===== src/rtl/crc_engine.sv =====
module crc_engine #(
  parameter int CH_COUNT = 12
) (
  input  logic        clk,
  input  logic        rst_n,
  input  logic        reg_wr,
  input  logic [1:0]  reg_addr,
  input  logic [31:0] reg_wdata,
  input  logic        dma_valid,
  input  logic [3:0]  dma_chan,
  input  logic [31:0] dma_data,
  input  logic        dma_done,
  input  logic [3:0]  dma_done_chan,
  output logic [15:0] ctrl_q,
  output logic        enabled,
  output logic        busy,
  output logic        cfg_err,
  output logic [31:0] crc_out
);
  localparam logic [31:0] POLY32 = 32'h04C11DB7;
  localparam logic [15:0] POLY16 = 16'h1021;
  localparam logic [5:0]  SRC_IO = 6'h01;

  logic [5:0]  src;
  logic [1:0]  poly, beat;
  logic        en, busy_q, err_q;
  logic [31:0] st;

  function automatic logic [31:0] seed_of(input logic [1:0] p);
    return (p == 2'd1) ? 32'hFFFF_FFFF : 32'h0000_FFFF;
  endfunction

  function automatic logic [31:0] fold(input logic [31:0] s_in, input logic [31:0] d,
                                       input logic [1:0] bs, input logic p32);
    logic [31:0] s;
    logic b, fb;
    int nb;
    s = s_in;
    nb = (bs == 2'd0) ? 1 : (bs == 2'd1) ? 2 : 4;
    for (int k = 0; k < 32; k++) begin
      if ((k / 8) < nb) begin
        b = p32 ? d[k] : d[(k / 8) * 8 + 7 - (k % 8)];
        if (p32) begin
          fb = s[31] ^ b;
          s  = {s[30:0], 1'b0} ^ (fb ? POLY32 : 32'h0);
        end else begin
          fb = s[15] ^ b;
          s  = {16'h0, s[14:0], 1'b0} ^ (fb ? {16'h0, POLY16} : 32'h0);
        end
      end
    end
    return s;
  endfunction

  wire wr_ctrl  = reg_wr && (reg_addr == 2'd0);
  wire wr_cmd   = reg_wr && (reg_addr == 2'd1);
  wire wr_data  = reg_wr && (reg_addr == 2'd2);
  wire src_io   = (src == SRC_IO);
  wire src_dma  = (src[5:4] == 2'b10) && (int'(src[3:0]) < CH_COUNT);
  wire dma_hit  = dma_valid && (dma_chan == src[3:0]);
  wire beat_in  = en && ((src_io && wr_data) || (src_dma && dma_hit));
  wire cfg_ok   = (poly < 2'd2) && (beat < 2'd3);
  wire fold_ok  = beat_in && cfg_ok;
  wire dis      = wr_cmd && !reg_wdata[0];
  wire fin      = busy_q && ((src_io && wr_cmd && reg_wdata[1]) ||
                             (src_dma && dma_done && (dma_done_chan == src[3:0])));
  wire [31:0] beat_data = src_io ? reg_wdata : dma_data;

  always_ff @(posedge clk or negedge rst_n) begin
    if (!rst_n) begin
      src    <= '0;
      poly   <= '0;
      beat   <= '0;
      en     <= 1'b0;
      busy_q <= 1'b0;
      err_q  <= 1'b0;
      st     <= 32'h0000_FFFF;
    end else begin
      if (wr_ctrl && !en) begin
        src   <= reg_wdata[13:8];
        poly  <= reg_wdata[3:2];
        beat  <= reg_wdata[1:0];
        st    <= seed_of(reg_wdata[3:2]);
        err_q <= 1'b0;
      end
      if (wr_cmd) en <= reg_wdata[0];
      if (dis) begin
        busy_q <= 1'b0;
        st     <= seed_of(poly);
      end else begin
        if (beat_in && !cfg_ok) err_q <= 1'b1;
        if (fold_ok) begin
          st     <= fold(busy_q ? st : seed_of(poly), beat_data, beat, poly[0]);
          busy_q <= 1'b1;
        end
        if (fin) busy_q <= 1'b0;
      end
    end
  end

  logic [31:0] st_rev;
  always_comb begin
    for (int i = 0; i < 32; i++) st_rev[i] = st[31 - i];
  end

  assign crc_out = (poly == 2'd1) ? ~st_rev : {16'h0, st[15:0]};
  assign ctrl_q  = {2'b00, src, 4'b0000, poly, beat};
  assign enabled = en;
  assign busy    = busy_q;
  assign cfg_err = err_q;

  p_ctrl_frozen_r2: assert property (@(posedge clk) disable iff (!rst_n)
    (wr_ctrl && en) |=> $stable(ctrl_q));

  p_disable_reload_r3: assert property (@(posedge clk) disable iff (!rst_n)
    dis |=> (!busy_q && st == ((poly == 2'd1) ? 32'hFFFF_FFFF : 32'h0000_FFFF)));

  p_ignore_idle_r4: assert property (@(posedge clk) disable iff (!rst_n)
    (en && !beat_in && !dis) |=> $stable(st));

  p_first_beat_busy_r8: assert property (@(posedge clk) disable iff (!rst_n)
    (fold_ok && !dis && !fin) |=> busy_q);

  p_reserved_hold_r11: assert property (@(posedge clk) disable iff (!rst_n)
    (beat_in && !cfg_ok && !dis) |=> ($stable(st) && err_q));

  p_busy_in_enable_r12: assert property (@(posedge clk) disable iff (!rst_n)
    busy_q |-> en);
endmodule


===== config.mk =====
export PLATFORM = sky130hd
export DESIGN_NAME = crc_engine
export DESIGN_NICKNAME = d
export VERILOG_FILES = /design/src/rtl/crc_engine.sv
export SDC_FILE = /design/constraint.sdc
export NUM_CORES = 1
export LEC_CHECK = 0
export ABC_AREA = 1
export BUFFER_PORTS_ARGS = -buffer_cell sky130_fd_sc_hd__buf_4
export CAP_MARGIN = 20
export CORE_ASPECT_RATIO = 0.75
export CORE_MARGIN = 4
export CORE_UTILIZATION = 65
export CTS_BUF_LIST = sky130_fd_sc_hd__clkbuf_4 sky130_fd_sc_hd__clkbuf_8
export CTS_CLUSTER_SIZE = 28
export DETAILED_ROUTE_END_ITERATION = 6
export GPL_TIMING_DRIVEN = 0
export PLACE_DENSITY = 0.93
export SETUP_SLACK_MARGIN = 0.05
export SYNTH_ARGS = -nofsm -noshare
export SYNTH_HDL_FRONTEND = slang
export SYNTH_SLANG_ARGS = --single-unit

===== constraint.sdc =====
create_clock -name clk -period 10.38 [get_ports clk]
set_input_delay 2.076 -clock clk [delete_from_list [all_inputs] [get_ports clk]]
set_output_delay 2.076 -clock clk [all_outputs]
set_load 0.1 [all_outputs]

==> results.md, run 1 <==
- Yosys warnings: 0
- Vias in the first global route: 15300
- Worst EP arrival: 9.24 ns
- Fmax: 111 MHz
- Drt drc: 4
- Startpoint types: input pin
- CORE AREA: 18800 sq um
- Fin. Hold Viols: 0
- Final core occ: 74.6%
- CP dominant cell by count: nand2_1
- Worst setup margin: 1.37 ns
- Slew @ Worst Pin: 0.881 ns
- WL per Instance: 19.4 um
- #FFs+latches synth: 45
- Minimum clock period: 9.01 ns
- Fill cells: 1668
- Final antenna-violating net count: 0
- Total clock sinks: 45
- CTS clk-pin slew, worst paths: 0.09 ns
- Die H: 129 um
- Initial drt markers: 3820
- CP endpoint kind: flop
- Worst skew pair latency: 0.30 ns
- Cell Rows: 43
- Crit path required time: 10.61 ns
- ANT cells: 0
- Root Driver: clkbuf_8
- Clk_skew: 0.00538 ns
- Max-cap viol count: 0
- DRT Pass-1 Iters: 7
- Post-Syn Area per Cell: 5.37 sq um
- Peak per-stage delay on the critical path: 0.65 ns
- Min-Delay Path Class: flop to flop
- Detail Placement HPWL: 43200 um
- Area of the multi-input gates: 10100 sq um
- Initial antenna violation count: 2
- Starting Density: 67.3%
- Unrepaired setup endpoints after global routing: false
- CTS HTree Levels: 2
- WS Path Type: input pin to flop
- Post-synth ARST share: 100%
- Total grt overflow: 0
- PostCTS Resize Cnt: 0
- Synth Flop Type: dfrtp_1
- Slowest cell on crit path: o21ai_1
- I/O Pins: 130
- Syn Inst Count: 2361
- Worst slack, placed: 1.71 ns
- Failing checks: DRC
- Crit-path max FO: 6
- Largest net degree at the start of global routing: 46
- Reg area: 1150 sq um
- GPL Wtd Cong: 1.16
- Layout cells sized above 1: 16.4%
- Static leakage: 7.63 nW
- DP Area: 13900 sq um
- I/O Buffers: 123
- Nets: 2575
- Vias per inst: 6.41
- Worst vdd ir: 0.000254 V
- Pwr dens: 357 nW/um^2
- Area Growth Syn to Fin: 10.8%
- Slew margin rel.: 40.6%
- Register area share after synthesis: 9.05%
- Mapped Area: 12700 sq um
- Status: finished with violations
- Post-synth EDFFs: 0
- Vias after detailed routing: 17600
- Cell area after layout: 14000 sq um
- Total track usage: 46.5%
- Die width: 169 um
- Final setup viols: 0
- Setup TNS: 0 ns
- Post CTS Setup Buffer Count: 0
- CTS tree: yes
- Bufs on Longest Clock Path: 2
- Final WL: 53300 um
- Cts hold-fix bufs: 0
- Netlist cell types: 63
- Tot Pwr: 5.01 mW
- First-pass GRT wire length: 81400 um
- DIE AREA: 21800 sq um
- Tcrit/Tclk final: 86.8%
- Final Max Tran Viols: 0
- Inserted Clock Buffers: 5
-- worst max-delay path, delay by kind of cell --
| family | cells | cell delay (ns) |
|---|---|---|
| AOI/OAI and AO/OA | 3 | 0.95 |
| and+or+nand+nor | 48 | 5.79 |
| buffers and inverters | 4 | 0.41 |
-- routing by layer --
metal	global-route usage [%]	up-vias	wire length, um
li1	-	8013	-
met1	64.9	7741	20100
met2	66.0	1592	20500
met3	18.6	245	10500
met4	12.7	8	1940
met5	5.87	-	213
-- flip-flops by register name, summed over array words and instances (netlist names) --
| name | flops |
|---|---|
| cfg_err | 1 |
| beat | 2 |
| busy | 1 |
| src | 6 |
| poly | 2 |
| enabled | 1 |
| st | 32 |
-- logic make-up (layout without fill, tap and decap cells) --
| kind of cell | after synthesis | count (layout) | synth area share (%) |
|---|---|---|---|
| simple gates | 1469 | 1469 | 52.3 |
| compound gates | 372 | 372 | 16.5 |
| buf+inv | 336 | 467 | 11.3 |
| xor+xnor | 130 | 130 | 10.2 |
| flops | 45 | 45 | 9.05 |
| mux | 8 | 8 | 0.642 |
| other cells | 1 | 6 | 0.0296 |
-- cell usage in the layout, fill, tap and decap left out, drive strengths merged, types with 4 or more instances in the layout --
cell    netlist  routed
a31oi        13      13
nor2        171     171
mux2i         7       7
nor3          6       6
nand3       383     383
o211ai       13      13
conb          1       6
o22ai         4       4
nand4        48      48
nand2       842     842
a21boi        4       4
or2          10      10
buf          87     210
dfrtp        29      29
nand3b        8       8
xor2        102     102
o221ai        6       6
a21oi       103     103
o21ai       214     214
dfstp        16      16
clkbuf       28      35
xnor2        28      28
inv         219     219
-- report_power, final --
group	internal [mW]	total [mW]	switching, mW
clock	0.0812	0.142	0.0604
combinational	1.32	4.62	3.30
sequential	0.205	0.244	0.0395
total	1.61	5.01	3.40
-- metrics by stage --
stage,std cells,hold slack (ns)
after floorplan,2366,0.474
after global placement,2736,0.525
after detailed placement,2736,0.523
after CTS,2744,0.547
after global routing,2744,0.571
final,2744,0.555
-- final timing paths --
check | to | depth (start not counted) | slack, ns | start
worst max-delay path | st[8]$_DFFE_PN1P_ | 55 | 1.37 | reg_wdata[1]
worst min-delay path | st[11]$_DFFE_PN1P_ | 2 | 0.55 | st[11]$_DFFE_PN1P_
worst max register to register | st[8]$_DFFE_PN1P_ | 44 | 2.42 | src[5]$_DFFE_PN0P_
worst min register to register | st[11]$_DFFE_PN1P_ | 2 | 0.55 | st[11]$_DFFE_PN1P_
max in group asynchronous | st[20]$_DFFE_PN0P_ | 1 | 8.22 | rst_n
min in group asynchronous | cfg_err$_DFF_PN0_ | 1 | 1.78 | rst_n
-- cell usage after synthesis (29+ instances only) --
master	count	area (sq um)
nand2_1	794	2980
nand3_1	365	1830
inv_1	178	668
o21ai_0	147	736
nor2_1	141	529
a21oi_1	99	495
xor2_1	91	797
buf_2	56	280
o21ai_1	53	265
nand4_1	48	300
nand2_2	39	244
inv_2	38	143
dfrtp_1	29	726
-- final cells by class --
class | count | area share [%]
Multi-Input combinational cell | 1985 | 72.0
Inverter | 221 | 5.96
Tap cell | 247 | 2.20
Timing Repair Buffer | 123 | 6.58
Clock inverter | 1 | 0.214
Buffer | 115 | 4.24
Sequential cell | 45 | 8.16
Clock buffer | 7 | 0.642
Note: power is estimated with default switching activity, not from simulation.
==> run 2: changes to the inputs <==
Settings changed: RECOVER_POWER set to 50.
==> run 2 against run 1 <==
The flow finishes with violations (DRC, capacitance limit, slew limit). Register-to-register slack about the same. First-iteration DRC count is 4.1% higher. Clock skew increased by 0.0053 ns. Sequential share of layout area is essentially flat. Non-clock buffer count did not move. Sequential power about the same. Combinational power is essentially flat. Design area down 0.36%. Critical path type unchanged. Largest power group unchanged.
==> results.md, run 2 (synthesized netlist as in run 1, its figures left out) <==
- Biggest regs: st (32), src (6) (unchanged)
- Post CTS Setup Buffer Count: 0 (unchanged)
- Bufs on Longest Clock Path: 2 (unchanged)
- RR Endpoint: st[8]$_DFFE_PN1P_ (unchanged)
- Total clock sinks: 45 (unchanged)
- Max-cap viol count: 1 (was 0)
- Layout cells sized above 1: 15.8% (was 16.4%)
- Worst R2R Setup Slack: 2.41 ns (was 2.42 ns)
- CP endpoint kind: flop (unchanged)
- Die width: 169 um (unchanged)
- Worst Setup EP: st[8]$_DFFE_PN1P_ (unchanged)
- Final WL: 53200 um (was 53300 um)
- ANT cells: 0 (unchanged)
- Peak per-stage delay on the critical path: 0.66 ns (was 0.65 ns)
- Tot Pwr: 5.00 mW (was 5.01 mW)
- DIE AREA: 21800 sq um (unchanged)
- Vias after detailed routing: 17600 (about the same)
- CTS HTree Levels: 2 (unchanged)
- FF-to-FF path depth: 44 (unchanged)
- Setup TNS: 0 ns (unchanged)
- Initial drt markers: 3978 (was 3820)
- Crit-path max FO: 6 (unchanged)
- Drt drc: 60 (was 4)
- Max FFs per register: 32 (unchanged)
- Static leakage: 7.57 nW (was 7.63 nW)
- Failing checks: DRC, capacitance limit, slew limit (was DRC)
- Startpoint types: input pin (unchanged)
- Worst Hold Slack: 0.557 ns (was 0.555 ns)
- Detail Placement HPWL: 43200 um (unchanged)
- PostCTS Resize Cnt: 0 (unchanged)
- GPL Wtd Cong: 1.16 (unchanged)
- Pwr dens: 357 nW/um^2 (about the same)
- Final core occ: 74.3% (was 74.6%)
- Die H: 129 um (unchanged)
- Unrepaired setup endpoints after global routing: false (unchanged)
- WS Path Type: input pin to flop (unchanged)
- Crit path required time: 10.61 ns (about the same)
- Minimum clock period: 9.01 ns (about the same)
- Worst skew pair latency: 0.30 ns (about the same)
- Placed cell count: 2736 (unchanged)
- Worst EP arrival: 9.24 ns (about the same)
- Total track usage: 46.5% (unchanged)
- Largest net degree at the start of global routing: 46 (unchanged)
- CTS clk-pin slew, worst paths: 0.08 ns (was 0.09 ns)
- Clk_skew: 0.0107 ns (was 0.00538 ns)
- CP dominant cell by count: nand2_1 (unchanged)
- Slew margin rel.: -60.0% (was 40.6%)
- Cell Rows: 43 (unchanged)
- DRT Pass-1 Iters: 7 (unchanged)
- Inserted Clock Buffers: 5 (unchanged)
- Min-Delay Path Class: flop to flop (unchanged)
- Tcrit/Tclk final: 86.8% (about the same)
- Nets: 2575 (unchanged)
- CORE AREA: 18800 sq um (unchanged)
- Final non-filler cell total: 2744 (unchanged)
- Status: finished with violations (unchanged)
- Worst vdd ir: 0.000256 V (was 0.000254 V)
- I/O Buffers: 123 (unchanged)
- Most common cell after layout, fill and taps aside: nand2_1 (unchanged)
- Crit path from: reg_wdata[1] (unchanged)
- Root Driver: clkbuf_8 (unchanged)
- WL per Instance: 19.4 um (about the same)
- CTS tree: yes (unchanged)
- Vias per inst: 6.41 (about the same)
- Vias in the first global route: 15300 (unchanged)
- Total grt overflow: 0 (unchanged)
- Final antenna-violating net count: 0 (unchanged)
- Fin. Hold Viols: 0 (unchanged)
- Area Growth Syn to Fin: 10.4% (was 10.8%)
- Cts hold-fix bufs: 0 (unchanged)
- Reg2reg start: src[5]$_DFFE_PN0P_ (unchanged)
- Initial antenna violation count: 2 (unchanged)
- Most frequent cells in the layout: 794 x nand2_1, 365 x nand3_1, 178 x inv_1 (unchanged)
- First-pass GRT wire length: 81400 um (unchanged)
- Slew @ Worst Pin: 2.40 ns (was 0.881 ns)
- Fmax: 111 MHz (about the same)
- Final setup viols: 0 (unchanged)
- Slowest cell on crit path: o21ai_1 (unchanged)
- I/O Pins: 130 (unchanged)
- Final Max Tran Viols: 46 (was 0)
- Most flops, register: st (unchanged)
- Starting Density: 67.3% (unchanged)
==> run 2: cell count changes in the layout (fill, tap and decap cells not counted), sizes merged <==
cell / delta
clkbuf: +15
buf: -15
==> run 2: worst min path at each step <==
stage / start / to / slack, ns / cells past startpoint
3_5_place_dp: cfg_err$_DFF_PN0_ / cfg_err$_DFF_PN0_ / 0.52 / 2
4_1_cts: cfg_err$_DFF_PN0_ / cfg_err$_DFF_PN0_ / 0.55 / 2
6_report: st[11]$_DFFE_PN1P_ / st[11]$_DFFE_PN1P_ / 0.56 / 2
3_3_place_gp: src[0]$_DFFE_PN0P_ / src[0]$_DFFE_PN0P_ / 0.52 / 2
5_1_grt: st[1]$_DFFE_PN1P_ / st[1]$_DFFE_PN1P_ / 0.57 / 2
2_1_floorplan: st[27]$_DFFE_PN0P_ / st[27]$_DFFE_PN0P_ / 0.47 / 2
==> run 2: critical path, delay by kind of cell <==
kind | cells | cell delay, ns
buffers and inverters | 4 | 0.40
and+or+nand+nor | 48 | 5.77
AOI/OAI and AO/OA | 3 | 0.98
==> run 2: routing by layer <==
layer / vias to the layer above / wire length [um] / track usage, %
li1: 8016 / - / -
met1: 7735 / 19900 / 64.9
met2: 1592 / 20500 / 66.0
met3: 241 / 10600 / 18.6
met4: 8 / 2040 / 12.7
met5: - / 224 / 5.87
==> run 2: area by class of cell <==
class / instances / area (sq um)
timing repair buffer: 123 / 875
buffer: 115 / 594
multi-input combinational: 1985 / 10100
tap: 247 / 309
sequential: 45 / 1150
inverter: 221 / 837
fill: 1684 / 4840
clock inverter: 1 / 30.0
clock buffer: 7 / 90.1
==> run 2: power breakdown <==
group	internal (mW)	switching (mW)	total [mW]
registers	0.205	0.0392	0.244
clock network	0.0812	0.0601	0.141
logic	1.31	3.30	4.61
==> run 2: through the flow <==
stage / cell area, sq um / setup WS [ns]
detailed placement: 13900 / 1.71
global route: 14000 / 0.937
global placement: 13900 / 1.94
floorplan: 12700 / 3.59
finish: 14000 / 1.37
CTS: 14000 / 1.99
